## src/rtl/alias_irq_reg_pkg.sv

```systemverilog
package alias_irq_reg_pkg;
  typedef enum logic [1:0] {
    WR_NONE = 2'd0,
    WR_SET  = 2'd1,
    WR_AND  = 2'd2,
    WR_OR   = 2'd3
  } wr_mode_e;
endpackage

```

## src/rtl/alias_irq_decode.sv

```systemverilog
module alias_irq_decode
  import alias_irq_reg_pkg::*;
#(
  parameter int ADDR_W  = 32,
  parameter int SIZE_W  = 4,
  parameter int BYTES   = 8,
  parameter int OFS_SET = 'h4020,
  parameter int OFS_AND = 'h4021,
  parameter int OFS_OR  = 'h4022
) (
  input  logic              valid_i,
  input  logic              write_i,
  input  logic [ADDR_W-1:0] addr_i,
  input  logic [SIZE_W-1:0] size_i,
  output logic              shape_ok_o,
  output wr_mode_e          mode_o,
  output logic              rd_hit_o
);
  localparam int LSB_W = $clog2(BYTES);
  localparam int OFS_W = ADDR_W - LSB_W;

  logic [OFS_W-1:0] offset;

  assign offset     = addr_i[ADDR_W-1:LSB_W];
  assign shape_ok_o = (addr_i[LSB_W-1:0] == '0) && (size_i == SIZE_W'(BYTES));

  always_comb begin
    mode_o = WR_NONE;
    if (valid_i && write_i && shape_ok_o) begin
      if (offset == OFS_W'(OFS_SET))      mode_o = WR_SET;
      else if (offset == OFS_W'(OFS_AND)) mode_o = WR_AND;
      else if (offset == OFS_W'(OFS_OR))  mode_o = WR_OR;
    end
  end

  assign rd_hit_o = valid_i && !write_i && shape_ok_o && (offset == OFS_W'(OFS_SET));
endmodule

```

## src/rtl/alias_irq_store.sv

```systemverilog
module alias_irq_store
  import alias_irq_reg_pkg::*;
#(
  parameter int KEEP_W = 16
) (
  input  logic              clk,
  input  logic              rst_n,
  input  wr_mode_e          mode_i,
  input  logic [KEEP_W-1:0] wdata_i,
  output logic [KEEP_W-1:0] value_o,
  output logic              irq_o
);
  logic [KEEP_W-1:0] value_q;
  logic [KEEP_W-1:0] value_d;

  function automatic logic [KEEP_W-1:0] merge(wr_mode_e m, logic [KEEP_W-1:0] cur,
                                              logic [KEEP_W-1:0] din);
    case (m)
      WR_SET:  return din;
      WR_AND:  return cur & din;
      WR_OR:   return cur | din;
      default: return cur;
    endcase
  endfunction

  assign value_d = merge(mode_i, value_q, wdata_i);

  always_ff @(posedge clk or negedge rst_n) begin
    if (!rst_n) value_q <= '0;
    else        value_q <= value_d;
  end

  assign value_o = value_q;
  assign irq_o   = value_q[KEEP_W-1];

  // OR alias with the top bit set must raise the interrupt
  p_or_raises_irq_r3: assert property (@(posedge clk) disable iff (!rst_n)
    (mode_i == WR_OR && wdata_i[KEEP_W-1]) |=> irq_o);
  // AND alias with the top bit clear must drop the interrupt
  p_and_drops_irq_r2: assert property (@(posedge clk) disable iff (!rst_n)
    (mode_i == WR_AND && !wdata_i[KEEP_W-1]) |=> !irq_o);
  // no decoded write means no change
  p_idle_holds_r7: assert property (@(posedge clk) disable iff (!rst_n)
    (mode_i == WR_NONE) |=> $stable(value_q));
endmodule

```

## src/rtl/alias_irq_reg.sv

```systemverilog
module alias_irq_reg
  import alias_irq_reg_pkg::*;
#(
  parameter int ADDR_W  = 32,
  parameter int SIZE_W  = 4,
  parameter int DATA_W  = 64,
  parameter int KEEP_W  = 16,
  parameter int OFS_SET = 'h4020,
  parameter int OFS_AND = 'h4021,
  parameter int OFS_OR  = 'h4022
) (
  input  logic              clk,
  input  logic              rst_n,
  input  logic              req_valid,
  output logic              req_ready,
  input  logic              req_write,
  input  logic [ADDR_W-1:0] req_addr,
  input  logic [SIZE_W-1:0] req_size,
  input  logic [DATA_W-1:0] req_wdata,
  output logic              rsp_valid,
  output logic              rsp_err,
  output logic [DATA_W-1:0] rsp_rdata,
  output logic              irq
);
  localparam int BYTES  = DATA_W / 8;
  localparam int LOW_W  = DATA_W - KEEP_W;

  logic              shape_ok;
  logic              rd_hit;
  wr_mode_e          wr_mode;
  logic [KEEP_W-1:0] value;

  alias_irq_decode #(
    .ADDR_W(ADDR_W), .SIZE_W(SIZE_W), .BYTES(BYTES),
    .OFS_SET(OFS_SET), .OFS_AND(OFS_AND), .OFS_OR(OFS_OR)
  ) u_decode (
    .valid_i   (req_valid),
    .write_i   (req_write),
    .addr_i    (req_addr),
    .size_i    (req_size),
    .shape_ok_o(shape_ok),
    .mode_o    (wr_mode),
    .rd_hit_o  (rd_hit)
  );

  alias_irq_store #(.KEEP_W(KEEP_W)) u_store (
    .clk    (clk),
    .rst_n  (rst_n),
    .mode_i (wr_mode),
    .wdata_i(req_wdata[DATA_W-1 -: KEEP_W]),
    .value_o(value),
    .irq_o  (irq)
  );

  assign req_ready = 1'b1;

  always_ff @(posedge clk or negedge rst_n) begin
    if (!rst_n) begin
      rsp_valid <= 1'b0;
      rsp_err   <= 1'b0;
      rsp_rdata <= '0;
    end else begin
      rsp_valid <= req_valid;
      rsp_err   <= req_valid && !shape_ok;
      rsp_rdata <= rd_hit ? {value, {LOW_W{1'b0}}} : '0;
    end
  end

  // every request gets a response in the next cycle
  p_rsp_follows_req_r9: assert property (@(posedge clk) disable iff (!rst_n)
    req_valid |=> rsp_valid);
  // a refused request carries no data
  p_err_no_data_r8: assert property (@(posedge clk) disable iff (!rst_n)
    (rsp_valid && rsp_err) |-> (rsp_rdata == '0));
  // a malformed request never changes the interrupt level
  p_err_keeps_irq_r8: assert property (@(posedge clk) disable iff (!rst_n)
    (req_valid && !shape_ok) |=> $stable(irq));
endmodule

```

## config.mk

```make
export PLATFORM = sky130hd
export DESIGN_NAME = alias_irq_reg
export DESIGN_NICKNAME = d
export VERILOG_FILES = /design/src/rtl/alias_irq_reg_pkg.sv /design/src/rtl/alias_irq_decode.sv /design/src/rtl/alias_irq_store.sv /design/src/rtl/alias_irq_reg.sv
export SDC_FILE = /design/constraint.sdc
export NUM_CORES = 1
export LEC_CHECK = 0
export BUFFER_PORTS_ARGS = -buffer_cell sky130_fd_sc_hd__buf_4
export CORE_MARGIN = 5
export CORE_UTILIZATION = 42
export CTS_BUF_LIST = sky130_fd_sc_hd__clkbuf_4
export DETAILED_ROUTE_END_ITERATION = 10
export PLACE_DENSITY = 0.88
export SETUP_SLACK_MARGIN = 0.1
export SYNTH_ARGS = -nofsm -noshare
export SYNTH_HDL_FRONTEND = slang
export SYNTH_SLANG_ARGS = --single-unit
```

## constraint.sdc

```tcl
create_clock -name clk -period 1.78 [get_ports clk]
set_clock_uncertainty 0.2 [all_clocks]
set_input_delay 0.178 -clock clk [delete_from_list [all_inputs] [get_ports clk]]
set_output_delay 0.178 -clock clk [all_outputs]
set_load 0.005 [all_outputs]
```

Word level (Yosys, flattened, before mapping)

Cells that the tools add are included.

Register bits after elaboration: 82
Output and inout port bits: 68
Logic and storage cells: 30

Equality and inequality tests: 7
Muxes and demuxes: 6
Bitwise logic cells: 2
Reduce and logical (&&, ||, !) cells: 11

Operators by type and width:

| kind                                            | number |
|---|---|
| == test 29 x 15 -> 1 bit, second input constant | 3 |
| two-way mux 64 bit                              | 1 |
| case mux 16 bit (3 select lines)                | 1 |
| AND 16 bit                                      | 1 |
| bitwise OR 16 bit                               | 1 |
| two-way mux 2 bit                               | 4 |
| logical AND 1 bit                               | 7 |
| == test 2 bit, second input constant            | 2 |
| == test 4 bit, second input constant            | 1 |
| logical NOT 3 bit                               | 1 |
| nonzero test 3 bit                              | 1 |
| == test 2 x 1 -> 1 bit, second input constant   | 1 |
| logical NOT 1 bit                               | 2 |

Longest topological paths before layout

Depth after elaboration: 7
Gate-level depth with buffers: 5
Depth with buffers taken out: 4

Modules after synthesis

From an unflattened synthesis, not the netlist that was laid out.

Cells, all modules: 179
Area total of the unflattened synthesis: 1950.6 um^2

Modules (own cells, without submodules):

| module           | times used | cells each | area an instance (um^2) |
|---|---|---|---|
| alias_irq_reg    | 1          | 87         | 958.4 |
| alias_irq_store  | 1          | 71         | 832.0 |
| alias_irq_decode | 1          | 21         | 160.2 |

Least setup slack after synthesis

OpenSTA, ideal clock, no wires.

Path kind: input to register
Start: in req_addr[23]
End: reg u_store.value_q[10], in the netlist u_store.value_o[10]
Data arrival time: 1523 ps
Required time: 1459 ps
Slack: -65 ps
Stages: 5
Path buffers: 2
Cell sequence: or4_4 -> buf_6 -> buf_6 -> o41a_1 -> o22a_1

Word-level cells in the longest chain between the ends: 7

RTL lines:

| what                                                                   | line                   | source |
|---|---|---|
| start: declaration                                                     | alias_irq_reg.sv:17    | `input logic [ADDR_W-1:0] req_addr,` |
| == test 29 x 15 -> 1 bit                                               | alias_irq_decode.sv:32 | `else if (offset == OFS_W'(OFS_OR)) mode_o = WR_OR;` |
| two-way mux 2 bit                                                      | alias_irq_decode.sv:32 |  |
| two-way mux 2 bit                                                      | alias_irq_decode.sv:31 | `else if (offset == OFS_W'(OFS_AND)) mode_o = WR_AND;` |
| two-way mux 2 bit (*)                                                  | alias_irq_decode.sv:30 | `if (offset == OFS_W'(OFS_SET)) mode_o = WR_SET;` |
| two-way mux 2 bit (*)                                                  | alias_irq_decode.sv:29 | `if (valid_i && write_i && shape_ok_o) begin` |
| == test 2 bit or == test 2 x 1 -> 1 bit (tied branches)                | alias_irq_store.sv:18  | `case (m)` |
| case mux 16 bit (3 select lines) or nonzero test 3 bit (tied branches) | n/a                    |  |
| end signal: assignment                                                 | alias_irq_store.sv:30  | `else value_q <= value_d;` |
| end: declaration                                                       | alias_irq_store.sv:13  | `logic [KEEP_W-1:0] value_q;` |

Every way passes the cells marked *; elsewhere a longest branch is shown, timed or not.
A chain may end at the register's enable or synchronous reset.

Final worst setup path

Start: in req_addr[23]
End: reg u_store.value_q[5], in the netlist u_store.value_o[5]

Same word-level chain as after synthesis.

==> results.tsv <==
stage	metric	value	unit
outcome	status	finished clean	
pwr	Overall Power	1.40	mW
logic_synthesis	Avg Cell Area, Syn	12.3	sq um
logic_synthesis	cells after synthesis	158	
pwr	leakage	1.45	nW
layout	layout cells sized above 1	40.5	%
grt	GRT Total Usage	14.6	%
logic_synthesis	synth warn	0	
clock_network	CTS tree	built	
worst_setup_path	crit path kind	input port to flop	
floorplanning	Die Width	77.9	um
logic_synthesis	Cell variety after synth	22	
drt	DRT Pass-1 Iters	4	
worst_setup_path	CP Data Required Time	1.80	ns
placement	dpl cells	281	
worst_setup_path	Register-to-Register Setup Slack	0.74	ns
drt	DR WL met3	399	um
placement	IO buf count	74	
clock_network	Clock Sinks	34	
timing	Setup TNS	0	ns
clock_network	root buf cell	clkbuf_4	
grt	largest net degree at the start of global routing	35	
drt	wl on met1	1570	um
clock_network	clk buf depth	2	
worst_hold_path	Min-Delay Path Class	input port to async pin	
drt	vias per cell	4.72	
worst_setup_path	largest fanout on the critical path	18	
worst_setup_path	critical path data arrival time	1.59	ns
floorplanning	initial core utilization	43.9	%
layout	# fillers	328	
floorplanning	Die Area	6070	sq um
grt	global-route wire length before repair	7060	um
clock_network	Max H-tree Level	2	
drt	Top Layer Used	met4	
logic_synthesis	flops & latches, synth	34	
clock_network	Clk pin slew, worst setup/hold paths	0.11	ns
logic_synthesis	mapped cell area	1940	sq um
floorplanning	Die Height	77.9	um
drt	final WL	4520	um
clock_network	CTS Hold Bufs	20	
layout	Sequential Area	851	sq um
grt	vias in the first global route	1517	
layout	most frequent cells in the layout	buf_4 (79), conb_1 (49), dfrtp_1 (34)	
timing	Final period util	88.6	%
timing	final setup fails	0	
floorplanning	core area	4410	sq um
layout	post-route non-filler standard cell count	309	
clock_network	Skew-Pair Late Insertion Delay	0.33	ns
drt	DR DRC count	0	
drt	drt first-iter violations	107	
flow_run	Max-cap violations	0	
grt	grt total ovfl	0	
drt	via count	1457	
drt	Final ANT Viol Nets	0	
worst_setup_path	CP endpoint kind	flop	
timing	min cycle time layout	1.58	ns
timing	achievable frequency	634	MHz
floorplanning	Rows	24	
worst_setup_path	Worst setup SP type	input port	
drt	met2 wire len	2370	um
clock_network	post_cts resized	0	
pwr	Power Density	526	nW/um^2
drt	routed wire length per instance	14.6	um
floorplanning	Ports	172	
layout	ANT cells	0	
timing	final hold violations	0	
layout	commonest non-fill, non-tap cell in the layout	buf_4	
layout	multi-input logic area	856	sq um
clock_network	cts bufs inserted	5	
timing	worst hold slack	0.118	ns
logic_synthesis	share of the yosys chip area belonging to registers	43.9	%
layout	Syn-to-layout area delta	37.2	%
timing	RSZ-0062 raised after global routing	false	
timing	final slew viol count	0	
placement	DP Wirelength	3250	um
pwr	VDD IR max	0.000274	V
grt	initial antenna violation count	0	
placement	Final GP Congestion	0.810	
layout	Nets	360	
clock_network	# Post-CTS Setup Buffers	0	
-- registers in the layout (all words and copies together), names as in the netlist --
signal and count:
u_store.value_o 16, rsp_err 1, rsp_rdata 16, rsp_valid 1
-- final timing paths --
path / startpoint / to / depth (start not counted)
worst max-delay path: req_addr[23] / u_store.value_o[5]$_DFFE_PN0P_ / 4
worst min-delay path: rst_n / u_store.value_o[4]$_DFFE_PN0P_ / 2
worst max register to register: u_store.value_o[14]$_DFFE_PN0P_ / u_store.value_o[14]$_DFFE_PN0P_ / 2
worst min register to register: u_store.value_o[11]$_DFFE_PN0P_ / rsp_rdata[59]$_DFF_PN0_ / 1
max in group asynchronous: rst_n / rsp_rdata[63]$_DFF_PN0_ / 2
min in group clk: req_addr[20] / u_store.value_o[2]$_DFFE_PN0P_ / 4
-- logic make-up (layout without fill, tap and decap cells) --
kind of cell / after synthesis / count (layout) / synth area share [%]
AOI/OAI and AO/OA: 33 / 33 / 17.1
buffers and inverters: 57 / 109 / 22.2
DFF: 34 / 34 / 43.9
other: 2 / 49 / 0.387
and+or+nand+nor: 32 / 32 / 16.4
-- through the flow --
| step | utilization (%) | cell area (sq um) | setup slack (ns) |
|---|---|---|---|
| 6_report | 60.2 | 2660 | 0.204 |
| 5_1_grt | 60.2 | 2660 | 0.153 |
| 4_1_cts | 60.2 | 2660 | 0.227 |
| 3_5_place_dp | 54.5 | 2400 | -0.134 |
| 3_3_place_gp | 54.5 | 2400 | -0.110 |
| 2_1_floorplan | - | 2140 | -0.0438 |
-- cell type report --
cell class	instances	area share, %
Multi-Input combinational cell	114	32.2
Sequential cell	34	32.0
Timing Repair Buffer	101	31.3
Tap cell	52	2.45
Clock buffer	6	1.69
Clock inverter	2	0.329
-- report_power, final --
part | internal [mW] | leakage, nW | total [mW] | switching (mW)
logic | 0.123 | 0.945 | 0.217 | 0.0946
registers | 0.774 | 0.471 | 0.775 | 0.000985
clock network | 0.164 | 0.0331 | 0.407 | 0.244
-- layer usage --
layer  GRT usage (%)  vias to the layer above
met1            16.1                      679
met5               0                        -
met4            8.61                        0
met3            3.13                       16
met2            25.5                       88
li1                -                      674
-- Yosys cell counts --
master | n | area share [%]
a21boi_0 | 1 | 0.39
and2_1 | 16 | 5.2
buf_2 | 1 | 0.26
buf_4 | 49 | 19
buf_6 | 4 | 2.3
clkbuf_1 | 2 | 0.39
clkbuf_2 | 1 | 0.26
conb_1 | 2 | 0.39
dfrtp_1 | 34 | 44
nand2b_1 | 2 | 0.65
nand4_2 | 1 | 0.65
nand4_4 | 1 | 1.1
nor3_1 | 1 | 0.26
nor4_2 | 3 | 1.9
nor4_4 | 2 | 2.2
nor4b_2 | 3 | 2.3
nor4b_4 | 1 | 1.2
o22a_1 | 13 | 5.9
o22a_2 | 3 | 1.5
o41a_1 | 16 | 9.3
or3_1 | 1 | 0.32
or4_4 | 1 | 0.58
-- critical path, cell delays in order --
cell and delay (ns):
buf_4 0.11, or4_4 0.67, o41a_1 0.47, o22a_1 0.17
Power figures use the tool's default switching activity.
